===== config.mk =====
export PLATFORM = sky130hd
export DESIGN_NAME = pdn_wake_ctrl
export DESIGN_NICKNAME = d
export VERILOG_FILES = /design/src/rtl/pdn_pkg.sv /design/src/rtl/pdn_arm_seq.sv /design/src/rtl/pdn_wake_sync.sv /design/src/rtl/pdn_state_core.sv /design/src/rtl/pdn_wake_ctrl.sv
export SDC_FILE = /design/constraint.sdc
export NUM_CORES = 1
export LEC_CHECK = 0
export ABC_AREA = 1
export CELL_PAD_IN_SITES_DETAIL_PLACEMENT = 1
export CELL_PAD_IN_SITES_GLOBAL_PLACEMENT = 1
export CORE_MARGIN = 3
export CORE_UTILIZATION = 25
export CTS_BUF_LIST = sky130_fd_sc_hd__clkbuf_2 sky130_fd_sc_hd__clkbuf_4 sky130_fd_sc_hd__clkbuf_8
export CTS_CLUSTER_SIZE = 12
export DETAILED_ROUTE_END_ITERATION = 6
export PLACE_DENSITY_LB_ADDON = 0.1
export SLEW_MARGIN = 20
export SYNTH_ARGS = -nofsm -noshare
export SYNTH_HDL_FRONTEND = slang
export SYNTH_SLANG_ARGS = --single-unit

===== constraint.sdc =====
create_clock -name clk -period 1.1 [get_ports clk]
set_clock_uncertainty 0.05 [all_clocks]
set_input_delay 0.22 -clock clk [delete_from_list [all_inputs] [get_ports clk]]
set_output_delay 0.22 -clock clk [all_outputs]
set_load 0.05 [all_outputs]

===== src/rtl/pdn_pkg.sv =====
package pdn_pkg;

    typedef enum logic {
        PD_RUN    = 1'b0,
        PD_RETAIN = 1'b1
    } pd_state_e;

    typedef struct packed {
        pd_state_e state;
        logic      flag;
        logic      osc_stop;
        logic      restart;
        logic      sp_preset;
        logic      skip;
    } pd_core_regs_t;

endpackage


===== src/rtl/pdn_arm_seq.sv =====
module pdn_arm_seq (
    input  logic clk,
    input  logic rst_n,
    input  logic instr_valid_i,
    input  logic op_arm_i,
    input  logic retain_i,
    input  logic rst_src_i,
    output logic arm_o
);

    logic arm_d, arm_q;

    always_comb begin
        arm_d = arm_q;
        if (rst_src_i) begin
            arm_d = 1'b0;
        end else if (instr_valid_i && !retain_i) begin
            arm_d = op_arm_i;
        end else if (retain_i) begin
            arm_d = 1'b0;
        end
    end

    always_ff @(posedge clk or negedge rst_n) begin
        if (!rst_n) arm_q <= 1'b0;
        else        arm_q <= arm_d;
    end

    assign arm_o = arm_q;

    assert_arm_cleared_R8: assert property (@(posedge clk) disable iff (!rst_n)
        rst_src_i |=> !arm_q);

    assert_arm_idle_hold_R8: assert property (@(posedge clk) disable iff (!rst_n)
        (!instr_valid_i && !rst_src_i && !retain_i) |=> (arm_q == $past(arm_q)));

endmodule


===== src/rtl/pdn_wake_sync.sv =====
module pdn_wake_sync #(
    parameter int STAGES = 2
) (
    input  logic clk,
    input  logic rst_n,
    input  logic wake_raw_i,
    output logic wake_s_o
);

    logic [STAGES-1:0] sync_d, sync_q;

    generate
        if (STAGES == 1) begin : g_single
            always_comb sync_d = wake_raw_i;
        end else begin : g_chain
            always_comb sync_d = {sync_q[STAGES-2:0], wake_raw_i};
        end
    endgenerate

    always_ff @(posedge clk or negedge rst_n) begin
        if (!rst_n) sync_q <= '0;
        else        sync_q <= sync_d;
    end

    assign wake_s_o = sync_q[STAGES-1];

    assert_sync_source_R4: assert property (@(posedge clk) disable iff (!rst_n)
        $rose(wake_s_o) |-> $past(sync_d[STAGES-1]));

endmodule


===== src/rtl/pdn_state_core.sv =====
module pdn_state_core
    import pdn_pkg::*;
(
    input  logic clk,
    input  logic rst_n,
    input  logic instr_valid_i,
    input  logic op_pwroff_i,
    input  logic op_test_i,
    input  logic arm_i,
    input  logic wake_s_i,
    input  logic rst_src_i,
    output logic retain_o,
    output logic osc_stop_o,
    output logic restart_o,
    output logic sp_preset_o,
    output logic skip_o
);

    pd_core_regs_t regs_d, regs_q;
    logic          entry_req;

    assign entry_req = instr_valid_i && op_pwroff_i && arm_i;

    always_comb begin
        regs_d           = regs_q;
        regs_d.restart   = 1'b0;
        regs_d.sp_preset = 1'b0;
        regs_d.skip      = 1'b0;
        if (rst_src_i) begin
            regs_d.state    = PD_RUN;
            regs_d.flag     = 1'b0;
            regs_d.osc_stop = 1'b0;
            regs_d.restart  = 1'b1;
        end else begin
            unique case (regs_q.state)
                PD_RUN: begin
                    if (entry_req) begin
                        regs_d.state     = PD_RETAIN;
                        regs_d.osc_stop  = 1'b1;
                        regs_d.sp_preset = 1'b1;
                    end else if (instr_valid_i && op_test_i) begin
                        regs_d.skip = regs_q.flag;
                    end
                end
                PD_RETAIN: begin
                    if (wake_s_i) begin
                        regs_d.state    = PD_RUN;
                        regs_d.flag     = 1'b1;
                        regs_d.osc_stop = 1'b0;
                        regs_d.restart  = 1'b1;
                    end
                end
                default: regs_d.state = PD_RUN;
            endcase
        end
    end

    always_ff @(posedge clk or negedge rst_n) begin
        if (!rst_n) regs_q <= '{state: PD_RUN, default: 1'b0};
        else        regs_q <= regs_d;
    end

    assign retain_o    = (regs_q.state == PD_RETAIN);
    assign osc_stop_o  = regs_q.osc_stop;
    assign restart_o   = regs_q.restart;
    assign sp_preset_o = regs_q.sp_preset;
    assign skip_o      = regs_q.skip;

    assert_entry_R1: assert property (@(posedge clk) disable iff (!rst_n)
        (regs_q.state == PD_RUN && entry_req && !rst_src_i) |=> (osc_stop_o && retain_o));

    assert_lone_pwroff_R2: assert property (@(posedge clk) disable iff (!rst_n)
        (regs_q.state == PD_RUN && instr_valid_i && op_pwroff_i && !arm_i) |=> !osc_stop_o);

    assert_sp_strobe_R3: assert property (@(posedge clk) disable iff (!rst_n)
        $rose(retain_o) |-> sp_preset_o);

    assert_sp_single_R3: assert property (@(posedge clk) disable iff (!rst_n)
        sp_preset_o |=> !sp_preset_o);

    assert_warm_R4: assert property (@(posedge clk) disable iff (!rst_n)
        (retain_o && wake_s_i && !rst_src_i) |=> (restart_o && regs_q.flag && !osc_stop_o));

    assert_cold_R5: assert property (@(posedge clk) disable iff (!rst_n)
        rst_src_i |=> (restart_o && !regs_q.flag && !osc_stop_o));

    assert_reset_wins_R6: assert property (@(posedge clk) disable iff (!rst_n)
        (retain_o && wake_s_i && rst_src_i) |=> !regs_q.flag);

    assert_skip_cause_R7: assert property (@(posedge clk) disable iff (!rst_n)
        skip_o |-> $past(instr_valid_i && op_test_i && !retain_o));

    assert_run_wake_R9: assert property (@(posedge clk) disable iff (!rst_n)
        (!retain_o && !rst_src_i) |=> !restart_o);

    assert_retain_hold_R11: assert property (@(posedge clk) disable iff (!rst_n)
        (retain_o && !wake_s_i && !rst_src_i) |=> (retain_o && !skip_o && !restart_o));

endmodule


===== src/rtl/pdn_wake_ctrl.sv =====
module pdn_wake_ctrl #(
    parameter int PAGE_W      = 4,
    parameter int ADDR_W      = 7,
    parameter int SP_W        = 3,
    parameter int SP_INIT     = 7,
    parameter int SYNC_STAGES = 2,
    localparam int VEC_W      = PAGE_W + ADDR_W
) (
    input  logic             clk,
    input  logic             rst_n,
    input  logic             instr_valid_i,
    input  logic             op_arm_i,
    input  logic             op_pwroff_i,
    input  logic             op_test_i,
    input  logic             wake_i,
    input  logic             ext_rst_i,
    input  logic             wdt_rst_i,
    input  logic             vdrop_i,
    output logic             osc_stop_o,
    output logic             retain_o,
    output logic             restart_o,
    output logic [VEC_W-1:0] restart_vec_o,
    output logic             sp_preset_o,
    output logic [SP_W-1:0]  sp_value_o,
    output logic             skip_o
);

    localparam logic [PAGE_W-1:0] START_PAGE = '0;
    localparam logic [ADDR_W-1:0] START_ADDR = '0;

    logic rst_src;
    logic arm;
    logic wake_s;

    assign rst_src = ext_rst_i | wdt_rst_i | vdrop_i;

    pdn_arm_seq u_arm (
        .clk           (clk),
        .rst_n         (rst_n),
        .instr_valid_i (instr_valid_i),
        .op_arm_i      (op_arm_i),
        .retain_i      (retain_o),
        .rst_src_i     (rst_src),
        .arm_o         (arm)
    );

    pdn_wake_sync #(.STAGES(SYNC_STAGES)) u_sync (
        .clk        (clk),
        .rst_n      (rst_n),
        .wake_raw_i (wake_i),
        .wake_s_o   (wake_s)
    );

    pdn_state_core u_core (
        .clk           (clk),
        .rst_n         (rst_n),
        .instr_valid_i (instr_valid_i),
        .op_pwroff_i   (op_pwroff_i),
        .op_test_i     (op_test_i),
        .arm_i         (arm),
        .wake_s_i      (wake_s),
        .rst_src_i     (rst_src),
        .retain_o      (retain_o),
        .osc_stop_o    (osc_stop_o),
        .restart_o     (restart_o),
        .sp_preset_o   (sp_preset_o),
        .skip_o        (skip_o)
    );

    assign restart_vec_o = {START_PAGE, START_ADDR};
    assign sp_value_o    = SP_W'(SP_INIT);

endmodule


==> metrics.txt <==
Max Fclk 913.2 MHz; first-pass GRT wire length 1.235 mm; Area Overhead vs Synth 47.53%; clock tree sinks 9; setup violators final 0; YS warnings 0; 1st-pass router iterations 1; I/O Pins 29; DR iter-0 viols 0; buffers added on ports 14; routability cong. 0.6401; Worst-Skew Late Latency about 260 ps; share of layout cells above drive strength 1 31.82%; peak supply drop ~0.54 mV; initial core utilization 28.26%; CTS max path bufs 2; commonest non-fill, non-tap cells in the layout 14 x conb_1, 8 x clkdlybuf4s50_1, 8 x dfrtp_1; RSZ-0062 raised after global routing true; clock root buffer clkbuf_4; core area 1612 µm²; DIE HEIGHT 48.68 µm; Mean Syn Cell Area 9.690 µm²; Critical Path RT 830 ps; minimum clock period 1095 ps; type of origin of the critical path flip-flop; delay-heaviest family, CP flip-flops; initial antenna violation count 0; die extent in x just under 50 µm; # rows 14; final core occ 41.69%; cells along the critical path buf_12; Ant. Diodes 0; Final period util between 90% and 100%; htree depth 1; vias per inst 3.489; CTS Hold Bufs 0; clk slew on worst S/H paths 60 ps; PD cells 1178 nW/µm²; CP Buf/Inv Count 1; Post-Synthesis Cells 47; status finished, final reports clean; most common cell after layout, fill and taps aside conb_1; Tot GR Track Use 6.968%; Layout Nets 77; DP Wirelength 640.3 µm; Slew Limit Fails 0; sequential element share of the synthesized area 49.45%; crit path from u_core.retain_o$_DFF_PN0_; cts bufs inserted 3; Leak between 0.3 and 0.4 nW; CTS tree yes; Critical Path Sink Type output port; Cell variety after synth 15; Syn Std Cell Area approximately 460 µm²; crit-path max cell delay 420 ps; via count 314; crit-path max FO 2; flop and latch count out of synthesis 9; routed len/inst about 8.4 µm; maximum capacitance violations 0; HP Class in -> async; Final Hold Vio Count 0; largest net degree at the start of global routing 10; Critical-path top delay cell dfrtp_2; gr ovfl total 0; setup TNS 0 ps; CP Data Arrival Time 830 ps; r2r startpoint u_core.retain_o$_DFF_PN0_; number of routed nets with antenna violations 0; final WL 759 µm; Post-route DRC 0; vias in the first global route 298; WS Path Type reg -> out; die area 2370 µm²
registers in the layout, indices dropped and copies added, names as in the netlist:
register	count
u_arm.arm_o	1
u_sync.sync_q	2
u_core.restart_o	1
u_core.retain_o	1
u_core.osc_stop_o	1
u_core.skip_o	1
u_core.regs_q	1
u_core.sp_preset_o	1
stage by stage:
stage / power, mW / hold WS (ps) / area [µm²] / setup WS (ps) / cells
finish: 0.7917 / 188.9 / 671.9 / 4.921 / 90
CTS: 0.8102 / 183.9 / 669.4 / -10.84 / 90
global route: 0.8301 / 190.8 / 671.9 / -33.40 / 90
detailed placement: 0.5199 / 285.8 / 631.9 / -189.4 / 85
floorplan: 0.5037 / -125.6 / 501.7 / 140.2 / 59
global placement: 0.5201 / 281.7 / 631.9 / -166.8 / 85
synthesized netlist by cell type:
| library cell | number | area share [%] |
|---|---|---|
| a21oi_1 | 2 | 2.2 |
| a21oi_2 | 1 | 1.9 |
| buf_4 | 14 | 23 |
| conb_1 | 2 | 1.6 |
| dfrtp_1 | 9 | 49 |
| inv_1 | 4 | 3.3 |
| inv_2 | 1 | 0.82 |
| mux2i_1 | 1 | 2.2 |
| nand2_1 | 3 | 2.5 |
| nand2_2 | 3 | 4.1 |
| nand3_1 | 1 | 1.1 |
| nand3_2 | 1 | 2.2 |
| nor2_1 | 2 | 1.6 |
| nor2_2 | 2 | 2.7 |
| nor3_1 | 1 | 1.1 |
metal layers:
metal	routed length (µm)	GRT usage [%]
met4	4	5.687
met2	338	10.18
met5	0	0
met3	102	2.454
met1	315	8.129
repair_timing:
action / CTS / global route
setup endpoints to repair: 2 / 5
gates cloned: 0 / 0
gates resized for setup: 0 / 1
setup buffers: 1 / 0
pin swaps: 0 / 0
cells by family (layout without fill, tap and decap cells):
family          count (synthesis)  count (layout)  share of synthesized area (%)
mux                             1               1                          2.198
buf+inv                        19              26                          27.20
other cells                     2              14                          1.649
simple gates                   13              13                          15.38
flops                           9               9                          49.45
compound gates                  3               3                          4.121
cell type report:
type / instances / area, µm²
Multi-Input combinational cell: 31 / 151.4
Timing Repair Buffer: 17 / 215.2
Sequential cell: 9 / 226.5
Clock buffer: 4 / 30.03
Fill cell: 197 / 939.7
Inverter: 5 / 18.77
Tap cell: 24 / 30.03
path summary, 6_finish.rpt:
check	endpoint	slack, ps	cells after the start
worst max-delay path	retain_o	5	1
worst min-delay path	u_core.regs_q[4]$_DFFE_PN0P_	190	2
worst max register to register	u_core.skip_o$_DFF_PN0_	120	4
worst min register to register	u_sync.sync_q[1]$_DFF_PN0_	290	0
max in group asynchronous	u_core.retain_o$_DFF_PN0_	660	2
min in group clk	u_core.retain_o$_DFF_PN0_	270	3
report_power, final:
part / internal (mW) / switching, mW
sequential: 0.337 / 0.00277
combinational: 0.0423 / 0.132
clock: 0.164 / 0.114
total: 0.543 / 0.248
(Power assumes the default switching activity.)
